==> src/rtl/frame_align_pkg.sv <==
`timescale 1ns/1ps
package frame_align_pkg;
    localparam int NIB_W  = 4;
    localparam int WORD_W = 8;
    localparam int ROT_W  = 3;

    typedef enum logic {
        ST_SEARCH = 1'b0,
        ST_LOCKED = 1'b1
    } align_state_e;

    function automatic logic [WORD_W-1:0] marker_of(input bit inv);
        return inv ? 8'hF0 : 8'h0F;
    endfunction
endpackage

==> src/rtl/fa_lane_window.sv <==
`timescale 1ns/1ps
module fa_lane_window
    import frame_align_pkg::*;
(
    input  logic              clk,
    input  logic              rst_n,
    input  logic [NIB_W-1:0]  nib_i,
    input  logic [ROT_W-1:0]  rot_i,
    output logic [WORD_W-1:0] word_o
);
    localparam int HIST_W = 2*WORD_W - NIB_W;
    localparam int SPAN_W = HIST_W + NIB_W;

    logic [HIST_W-1:0] hist_q, hist_d;
    logic [SPAN_W-1:0] span;

    // Higher index = older bit; the window at rot_i spans bits rot_i+7..rot_i.
    always_comb begin
        span   = {hist_q, nib_i};
        hist_d = span[HIST_W-1:0];
        word_o = span[rot_i +: WORD_W];
    end

    always_ff @(posedge clk) begin
        if (!rst_n) hist_q <= '0;
        else        hist_q <= hist_d;
    end
endmodule

==> src/rtl/fa_align_ctrl.sv <==
`timescale 1ns/1ps
module fa_align_ctrl
    import frame_align_pkg::*;
#(
    parameter int unsigned SETTLE     = 1,
    parameter int unsigned LOCK_N     = 4,
    parameter int unsigned UNLOCK_M   = 8,
    parameter bit          MARKER_INV = 1'b0
) (
    input  logic              clk,
    input  logic              rst_n,
    input  logic [WORD_W-1:0] frame_word_i,
    output logic              strobe_o,
    output logic              word_ok_o,
    output logic [ROT_W-1:0]  rot_o,
    output logic              locked_o
);
    localparam int SW = $clog2(SETTLE + 2);
    localparam int MW = $clog2(LOCK_N + 1);
    localparam int XW = $clog2(UNLOCK_M + 1);
    localparam logic [WORD_W-1:0] MARKER = marker_of(MARKER_INV);

    typedef struct packed {
        align_state_e     st;
        logic             phase;
        logic [ROT_W-1:0] rot;
        logic [SW-1:0]    settle;
        logic [MW-1:0]    hits;
        logic [XW-1:0]    misses;
    } ctrl_s;

    ctrl_s q, d;
    logic  hit;

    always_comb begin
        hit     = (frame_word_i == MARKER);
        d       = q;
        d.phase = ~q.phase;
        if (q.phase) begin
            case (q.st)
                ST_SEARCH: begin
                    if (q.settle != '0) begin
                        d.settle = q.settle - 1'b1;
                    end else if (hit) begin
                        if (q.hits == MW'(LOCK_N - 1)) begin
                            d.st     = ST_LOCKED;
                            d.hits   = '0;
                            d.misses = '0;
                        end else begin
                            d.hits = q.hits + 1'b1;
                        end
                    end else begin
                        d.hits   = '0;
                        d.rot    = q.rot + 1'b1;
                        d.settle = SW'(SETTLE);
                        if (q.rot == '1) d.phase = q.phase; // slip one nibble
                    end
                end
                ST_LOCKED: begin
                    if (hit) begin
                        d.misses = '0;
                    end else if (q.misses == XW'(UNLOCK_M - 1)) begin
                        d.st     = ST_SEARCH;
                        d.misses = '0;
                        d.hits   = '0;
                        d.settle = SW'(SETTLE);
                    end else begin
                        d.misses = q.misses + 1'b1;
                    end
                end
                default: d.st = ST_SEARCH;
            endcase
        end
        strobe_o  = q.phase;
        word_ok_o = q.phase && (d.st == ST_LOCKED);
        rot_o     = q.rot;
        locked_o  = (q.st == ST_LOCKED);
    end

    always_ff @(posedge clk) begin
        if (!rst_n) begin
            q.st     <= ST_SEARCH;
            q.phase  <= 1'b0;
            q.rot    <= '0;
            q.settle <= SW'(SETTLE);
            q.hits   <= '0;
            q.misses <= '0;
        end else begin
            q <= d;
        end
    end

    // lock is entered only from a full run of matches
    p_lock_after_hits_r5: assert property (@(posedge clk) disable iff (!rst_n)
        $rose(locked_o) |-> $past(q.hits) == MW'(LOCK_N - 1));

    // lock is left only after a full run of misses
    p_unlock_after_misses_r6: assert property (@(posedge clk) disable iff (!rst_n)
        $fell(locked_o) |-> $past(q.misses) == XW'(UNLOCK_M - 1));

    // rotation frozen while locked
    p_rot_hold_r9: assert property (@(posedge clk) disable iff (!rst_n)
        (locked_o && $past(locked_o)) |-> $stable(q.rot));
endmodule

==> src/rtl/frame_aligner.sv <==
`timescale 1ns/1ps
module frame_aligner
    import frame_align_pkg::*;
#(
    parameter int unsigned NLANES     = 9,
    parameter int unsigned SETTLE     = 1,
    parameter int unsigned LOCK_N     = 4,
    parameter int unsigned UNLOCK_M   = 8,
    parameter bit          MARKER_INV = 1'b0
) (
    input  logic                     clk,
    input  logic                     rst_n,
    input  logic [NIB_W-1:0]         frame_nib,
    input  logic [NLANES*NIB_W-1:0]  data_nib,
    output logic [NLANES*WORD_W-1:0] out_bytes,
    output logic                     out_valid,
    output logic                     locked
);
    localparam int BYTES_W = NLANES * WORD_W;

    typedef struct packed {
        logic [BYTES_W-1:0] bytes;
        logic               valid;
    } out_s;

    out_s               q, d;
    logic [WORD_W-1:0]  frame_word;
    logic [BYTES_W-1:0] lane_words;
    logic               strobe, word_ok, ctrl_locked;
    logic [ROT_W-1:0]   rot;

    fa_align_ctrl #(
        .SETTLE(SETTLE), .LOCK_N(LOCK_N), .UNLOCK_M(UNLOCK_M), .MARKER_INV(MARKER_INV)
    ) u_ctrl (
        .clk(clk), .rst_n(rst_n), .frame_word_i(frame_word),
        .strobe_o(strobe), .word_ok_o(word_ok), .rot_o(rot), .locked_o(ctrl_locked)
    );

    fa_lane_window u_frame_lane (
        .clk(clk), .rst_n(rst_n), .nib_i(frame_nib), .rot_i(rot), .word_o(frame_word)
    );

    for (genvar g = 0; g < NLANES; g++) begin : g_lane
        fa_lane_window u_lane (
            .clk(clk), .rst_n(rst_n),
            .nib_i(data_nib[g*NIB_W +: NIB_W]),
            .rot_i(rot),
            .word_o(lane_words[g*WORD_W +: WORD_W])
        );
    end

    always_comb begin
        d       = q;
        d.valid = word_ok;
        if (strobe) d.bytes = lane_words;
    end

    always_ff @(posedge clk) begin
        if (!rst_n) q <= '0;
        else        q <= d;
    end

    assign out_bytes = q.bytes;
    assign out_valid = q.valid;
    assign locked    = ctrl_locked;

    // valid only while locked
    p_valid_needs_lock_r8: assert property (@(posedge clk) disable iff (!rst_n)
        out_valid |-> locked);

    // at most one valid word per two cycles
    p_valid_spacing_r2: assert property (@(posedge clk) disable iff (!rst_n)
        out_valid |=> !out_valid);
endmodule

==> config.mk <==
export PLATFORM = sky130hd
export DESIGN_NAME = frame_aligner
export DESIGN_NICKNAME = d
export VERILOG_FILES = /design/src/rtl/frame_align_pkg.sv /design/src/rtl/fa_lane_window.sv /design/src/rtl/fa_align_ctrl.sv /design/src/rtl/frame_aligner.sv
export SDC_FILE = /design/constraint.sdc
export NUM_CORES = 1
export LEC_CHECK = 0
export BUFFER_PORTS_ARGS = -buffer_cell sky130_fd_sc_hd__buf_2
export CAP_MARGIN = 20
export CORE_UTILIZATION = 58
export CTS_CLUSTER_SIZE = 16
export DETAILED_ROUTE_END_ITERATION = 6
export PLACE_DENSITY = 0.9
export SLEW_MARGIN = 5
export SYNTH_ARGS = -nofsm -noshare
export SYNTH_HDL_FRONTEND = slang
export SYNTH_SLANG_ARGS = --single-unit
==> constraint.sdc <==
create_clock -name clk -period 3 [get_ports clk]
set_input_delay 0.6 -clock clk [delete_from_list [all_inputs] [get_ports clk]]
set_output_delay 0.6 -clock clk [all_outputs]
set_load 0.01 [all_outputs]
# Word level (Yosys, flattened, before mapping)
# Cells that the tools add are included.
[classes]
add_sub_neg = 4
n_mul = 0
n_div = 0
magnitude_cmp = 0
n_eq_ne = 10
shift = 10
mux = 21
n_bitwise = 4
reduce_logical = 6
[op_table]
columns = ["cell", "count"]
rows = [
  ["indexed part select 16 x 4 -> 8 bit", 10],
  ["2-to-1 mux 4 bit", 5],
  ["one-hot mux 9 bit (2 select lines)", 1],
  ["AND reduction 4 bit", 4],
  ["2-to-1 mux 5 bit", 3],
  ["2-to-1 mux 14 bit", 1],
  ["equality test 8 x 4 -> 1 bit (second input constant)", 1],
  ["2-to-1 mux 7 bit", 1],
  ["adder 3 x 1 -> 3 bit (second input constant)", 2],
  ["2-to-1 mux 3 bit", 2],
  ["2-to-1 mux 6 bit", 1],
  ["!= test 2 bit (second input constant)", 3],
  ["2-to-1 mux 1 bit", 5],
  ["adder 4 x 1 -> 4 bit (second input constant)", 1],
  ["equality test 4 x 3 -> 1 bit (second input constant)", 1],
  ["!= test 2 x 1 -> 1 bit (second input constant)", 2],
  ["NOT 1 bit", 4],
  ["equality test 3 x 2 -> 1 bit (second input constant)", 1],
  ["equality test 3 bit (second input constant)", 1],
  ["!= test 3 bit (second input constant)", 1],
  ["2-to-1 mux 2 bit", 1],
  ["one-hot mux 1 bit (2 select lines)", 1],
  ["nonzero test 2 bit", 1],
  ["subtractor 2 x 1 -> 2 bit (second input constant)", 1],
  ["logical AND 1 bit", 1],
]
[word_totals]
register_bits = 207
latch_bits = 0
ram_bits = 0
mem_bits_ro = 0
in_bits = 42
out_inout_bits = 74
elab_cells = 73
n_memories = 0

# Logic depth before layout (Yosys ltp)
[logic_depth]
word_depth = 7
mapped_depth = 9
ltp_nobuf = 7

# Hierarchy
# A second synthesis with hierarchy kept.
[hier_totals]
hier_cells = 1032
hier_area_um2 = 10899.2
[modules_own_cells]
columns = ["module", "instances", "cells_per_inst", "area_per_inst_um2", "seq_area_each_um2"]
rows = [
  ["fa_lane_window", 10, 71, 732.0, 220.2],
  ["frame_aligner", 1, 234, 2786.4, 1461.4],
  ["fa_align_ctrl", 1, 88, 793.3, 280.3],
]

# Worst setup path before layout
# No wires, ideal clock.
[synth_timing]
path_type = "register -> register"
startpoint = "register, netlist name u_ctrl.rot_o[0]"
endpoint = "register q (netlist bit out_bytes[53])"
setup_ns = 0.123
t_arrival_ns = 2.051
required_time_ns = 2.877
setup_slack_ns = 0.826
stages_incl_launch_ff = 9
n_path_buf = 5
period_less_slack_ns = 2.174
cell_sequence = "dfxtp_1 > buf_6 > buf_2 > buf_2 > buf_2 > buf_2 > mux4_2 > a221oi_1 > nor2_1"
[synth_between]
elab_chain_cells = 1
[synth_rtl]
columns = ["element", "line", "source"]
rows = [
  ["indexed part select 16 x 4 -> 8 bit", "fa_lane_window.sv:21", "word_o = span[rot_i +: WORD_W];"],
  ["to (signal assigned)", "frame_aligner.sv:59", "if (!rst_n) q <= '0;"],
  ["to (signal assigned)", "frame_aligner.sv:60", "else q <= d;"],
  ["to (decl)", "frame_aligner.sv:26", "out_s q, d;"],
]
# Every way passes these cells.
# A chain may end at the register's enable or synchronous reset.

# Worst setup path after layout
[layout_timing]
startpoint = "register, netlist name u_ctrl.rot_o[1]"
endpoint = "register u_ctrl.q[2] (netlist bit)"
[layout_between]
elab_chain_cells = 4
elab_cells_between_ends = 6
classes_between = "eq/ne: 2; shift: 1; mux: 2; reduce/logical: 1"
[layout_rtl]
columns = ["element", "line", "source"]
rows = [
  ["indexed part select 16 x 4 -> 8 bit *", "fa_lane_window.sv:21", ""],
  ["equality test 8 x 4 -> 1 bit *", "fa_align_ctrl.sv:36", "hit = (frame_word_i == MARKER);"],
  ["!= test 2 x 1 -> 1 bit (no source line) / 2-to-1 mux 4 bit (equally long branches)", "-", ""],
  ["AND reduction 4 bit (no source line) / one-hot mux 9 bit (2 select lines) (equally long branches)", "-", ""],
  ["to (decl)", "fa_align_ctrl.sv:32", "ctrl_s q, d;"],
]
# Every way passes the cells marked *; elsewhere a longest branch is shown, timed or not.

==> results.toml <==
[synthesis]
synth.cell_area_um2 = 9583
synthArstFlopShare_pct = 0
ys_seq_elements = 197
synth_top_cell_by_area = "dfxtp_1"
synth_top_area_share_pct = 41.15
ys.flop_type = "dfxtp_1"
avgSynthCellArea_um2 = 9.900
yosys_warnings = 0
yosysSeqAreaShare_pct = 41.15
ys_top_cells_by_area = "dfxtp_1 (41%), mux2_2 (11%), mux4_2 (8.5%), and2_1 (7.2%), o21ai_0 (5.2%)"
synth.distinct_cells = 47
synth_edf_count = 0
syn-instance-count = 968
synthesis.nets = 1014

[setup_path]
critPathKind = "reg -> reg"
cp_common_cell = "mux2i_1"
arrival_ns = 2.96
cp_max_fo = 22
start_kind = "flip-flop"
slowest_stage = "dfxtp_2"
crit_path_end_kind = "flip-flop"
worstPathRequired_ns = 3.33
path_cells = "mux2i_1 > mux2i_1 > o32ai_1 > a41oi_1 > o21a_1 > a211o_1"
cpPeakStageDelay_ns = 0.69

[route]
ant_nets = 0
wl_per_cell_um = 19.07
wl_mm = 24.05
drcViolationCount = 0
drtIter0Drc = 766
firstDrtPassIters = 5
vias = 8046
viasPerCell = 6.381

[finish]
seqCellArea_um2 = 3951
layout_commonest_cell = "dfxtp_1"
nNetsFinal = 1078
multi_input_area_um2 = 5246
nFillCells = 1177
diodes = 0
area_delta_synth_final_pct = 13.40
stdcell_area_um2 = 10870
layout-drive-gt1-share_pct = 28.80
mostFrequentLayoutCells = "dfxtp_1 (193), buf_2 (114), and2_1 (110)"

[place]
dpl_worst_slack_ns = 0.5441
dpl.hpwl_mm = 14.85
dpl_cell_area_um2 = 10230
place_congestion = 0.8459
place.port_buffers = 115

[cts]
cts_hold_buf = 0
clock_latency_ns = 0.44
cts.sinks = 197
cts_tree = "yes"
cts_buffers = 17
clockRootBuffer = "clkbuf_16"
clkTransAtPathRegs_ns = 0.07
cts_buffer_depth = 2
cts_max_level = 4
postCtsSetupBuffers = 0
cts.repair.resized = 0

[global_routing]
grt_pass1_wl_mm = 38.03
grt_usage_pct = 28.56
grt_most_used_layer = "met2"
met3_usage_pct = 5.660
grt-ovfl-total = 0
grt_pass1_vias = 7552
antenna_found_initial = 0
grt_util_met2_pct = 47.34
use_met1_pct = 35.60
grt_max_degree = 97

[timing]
drv_slew = 0
rsz0062_at_grt = "false"
hold_violations = 0
setup_ws_ns = 0.3696
post-route-min-period_ns = 2.630
fmax_mhz = 380.2
fin_crit_sh_pct = 87.68
fin_skew_ns = 0.006358
setup_violations = 0
slew_headroom_pct = 31.72
hold_ws_ns = 0.3714
tightest_slew_ns = 1.023
tns_ns = 0

[power_and_ir_drop]
p_leak_uw = 0.004205
peakVddDrop_mv = 0.4451
power_density_nw_per_um2 = 556.7
report.power.total_uw = 6049

[floorplanning]
io_pins = 116
core_um2 = 16000
start_util_pct = 59.89
die_w_um = 130.5
die-height_um = 130.5
num_rows = 46
dieArea_um2 = 17040

[run_status]
status = "finished clean"

[flow_run]
drv_cap = 0

[hold_path]
hp-class = "in -> reg"
final timing paths:
check,endpoint,slack (ns),start,cells past startpoint
worst max register to register,u_ctrl.q[2]$_SDFFE_PN0P_,0.37,u_ctrl.rot_o[1]$_SDFFE_PN0P_,6
worst min register to register,u_ctrl.q[6]$_SDFFE_PN0P_,0.43,u_ctrl.q[6]$_SDFFE_PN0P_,2
worst max-delay path,u_ctrl.q[2]$_SDFFE_PN0P_,0.37,u_ctrl.rot_o[1]$_SDFFE_PN0P_,6
worst min-delay path,g_lane[3].u_lane.hist_q[0]$_SDFF_PN0_,0.37,data_nib[12],2
area by class of cell:
cell class | instances | area share (%)
Tap cell | 216 | 2.487
Clock inverter | 13 | 1.796
Multi-Input combinational cell | 677 | 48.28
Sequential cell | 197 | 36.36
Timing Repair Buffer | 133 | 6.793
Clock buffer | 19 | 4.076
Inverter | 6 | 0.2073
sequential cells by signal (all words and copies together) (netlist names):
signal                cells
u_ctrl.rot_o              3
u_ctrl.strobe_o           1
u_ctrl.locked_o           1
out_valid                 1
out_bytes                72
u_ctrl.q                  9
u_frame_lane.hist_q      11
g_lane.u_lane.hist_q     99
stage by stage:
| step | std cells | util (%) |
|---|---|---|
| 2_1_floorplan | 968 | - |
| 3_3_place_gp | 1229 | 63.93 |
| 3_5_place_dp | 1229 | 63.93 |
| 4_1_cts | 1261 | 67.92 |
| 5_1_grt | 1261 | 67.92 |
| 6_report | 1261 | 67.92 |
cell families (layout without fill, tap and decap cells):
kind of cell	Yosys count	after routing	synth area share, %
buffers and inverters	94	171	4.178
adder cells (fa/ha/maj)	4	4	0.5223
multiplexers	165	165	23.11
flip-flops	197	197	41.15
AND/OR/NAND/NOR	252	252	13.74
AO/OA/AOI/OAI	256	256	17.30
report_power, final:
group | switching, uW | internal [uW] | leakage, uW
Combinational | 372 | 335 | 0.00227
Clock | 1040 | 1430 | 0.000306
Sequential | 113 | 2760 | 0.00163
Total | 1530 | 4520 | 0.00420
critical path: cells and delay by family (launching register included):
family / cells / cell delay, ns
flip-flops: 1 / 0.69
AO/OA/AOI/OAI: 4 / 1.32
multiplexers: 2 / 0.51
per-layer routing:
metal,part of all wire [%],wire length (um)
met1,41,9951
met3,7.1,1719
met5,0,0
met2,48,11570
met4,3.4,810
synth_stat cells (all sizes together) (17+ instances only):
master / instances
and2: 110
nor2: 46
mux2: 90
mux2i: 39
a21oi: 62
nand2: 62
dfxtp: 197
a221o: 17
o21ai: 99
mux4: 36
a221oi: 55
buf: 30
clkbuf: 58
Note: power is estimated with default switching activity, not from simulation.
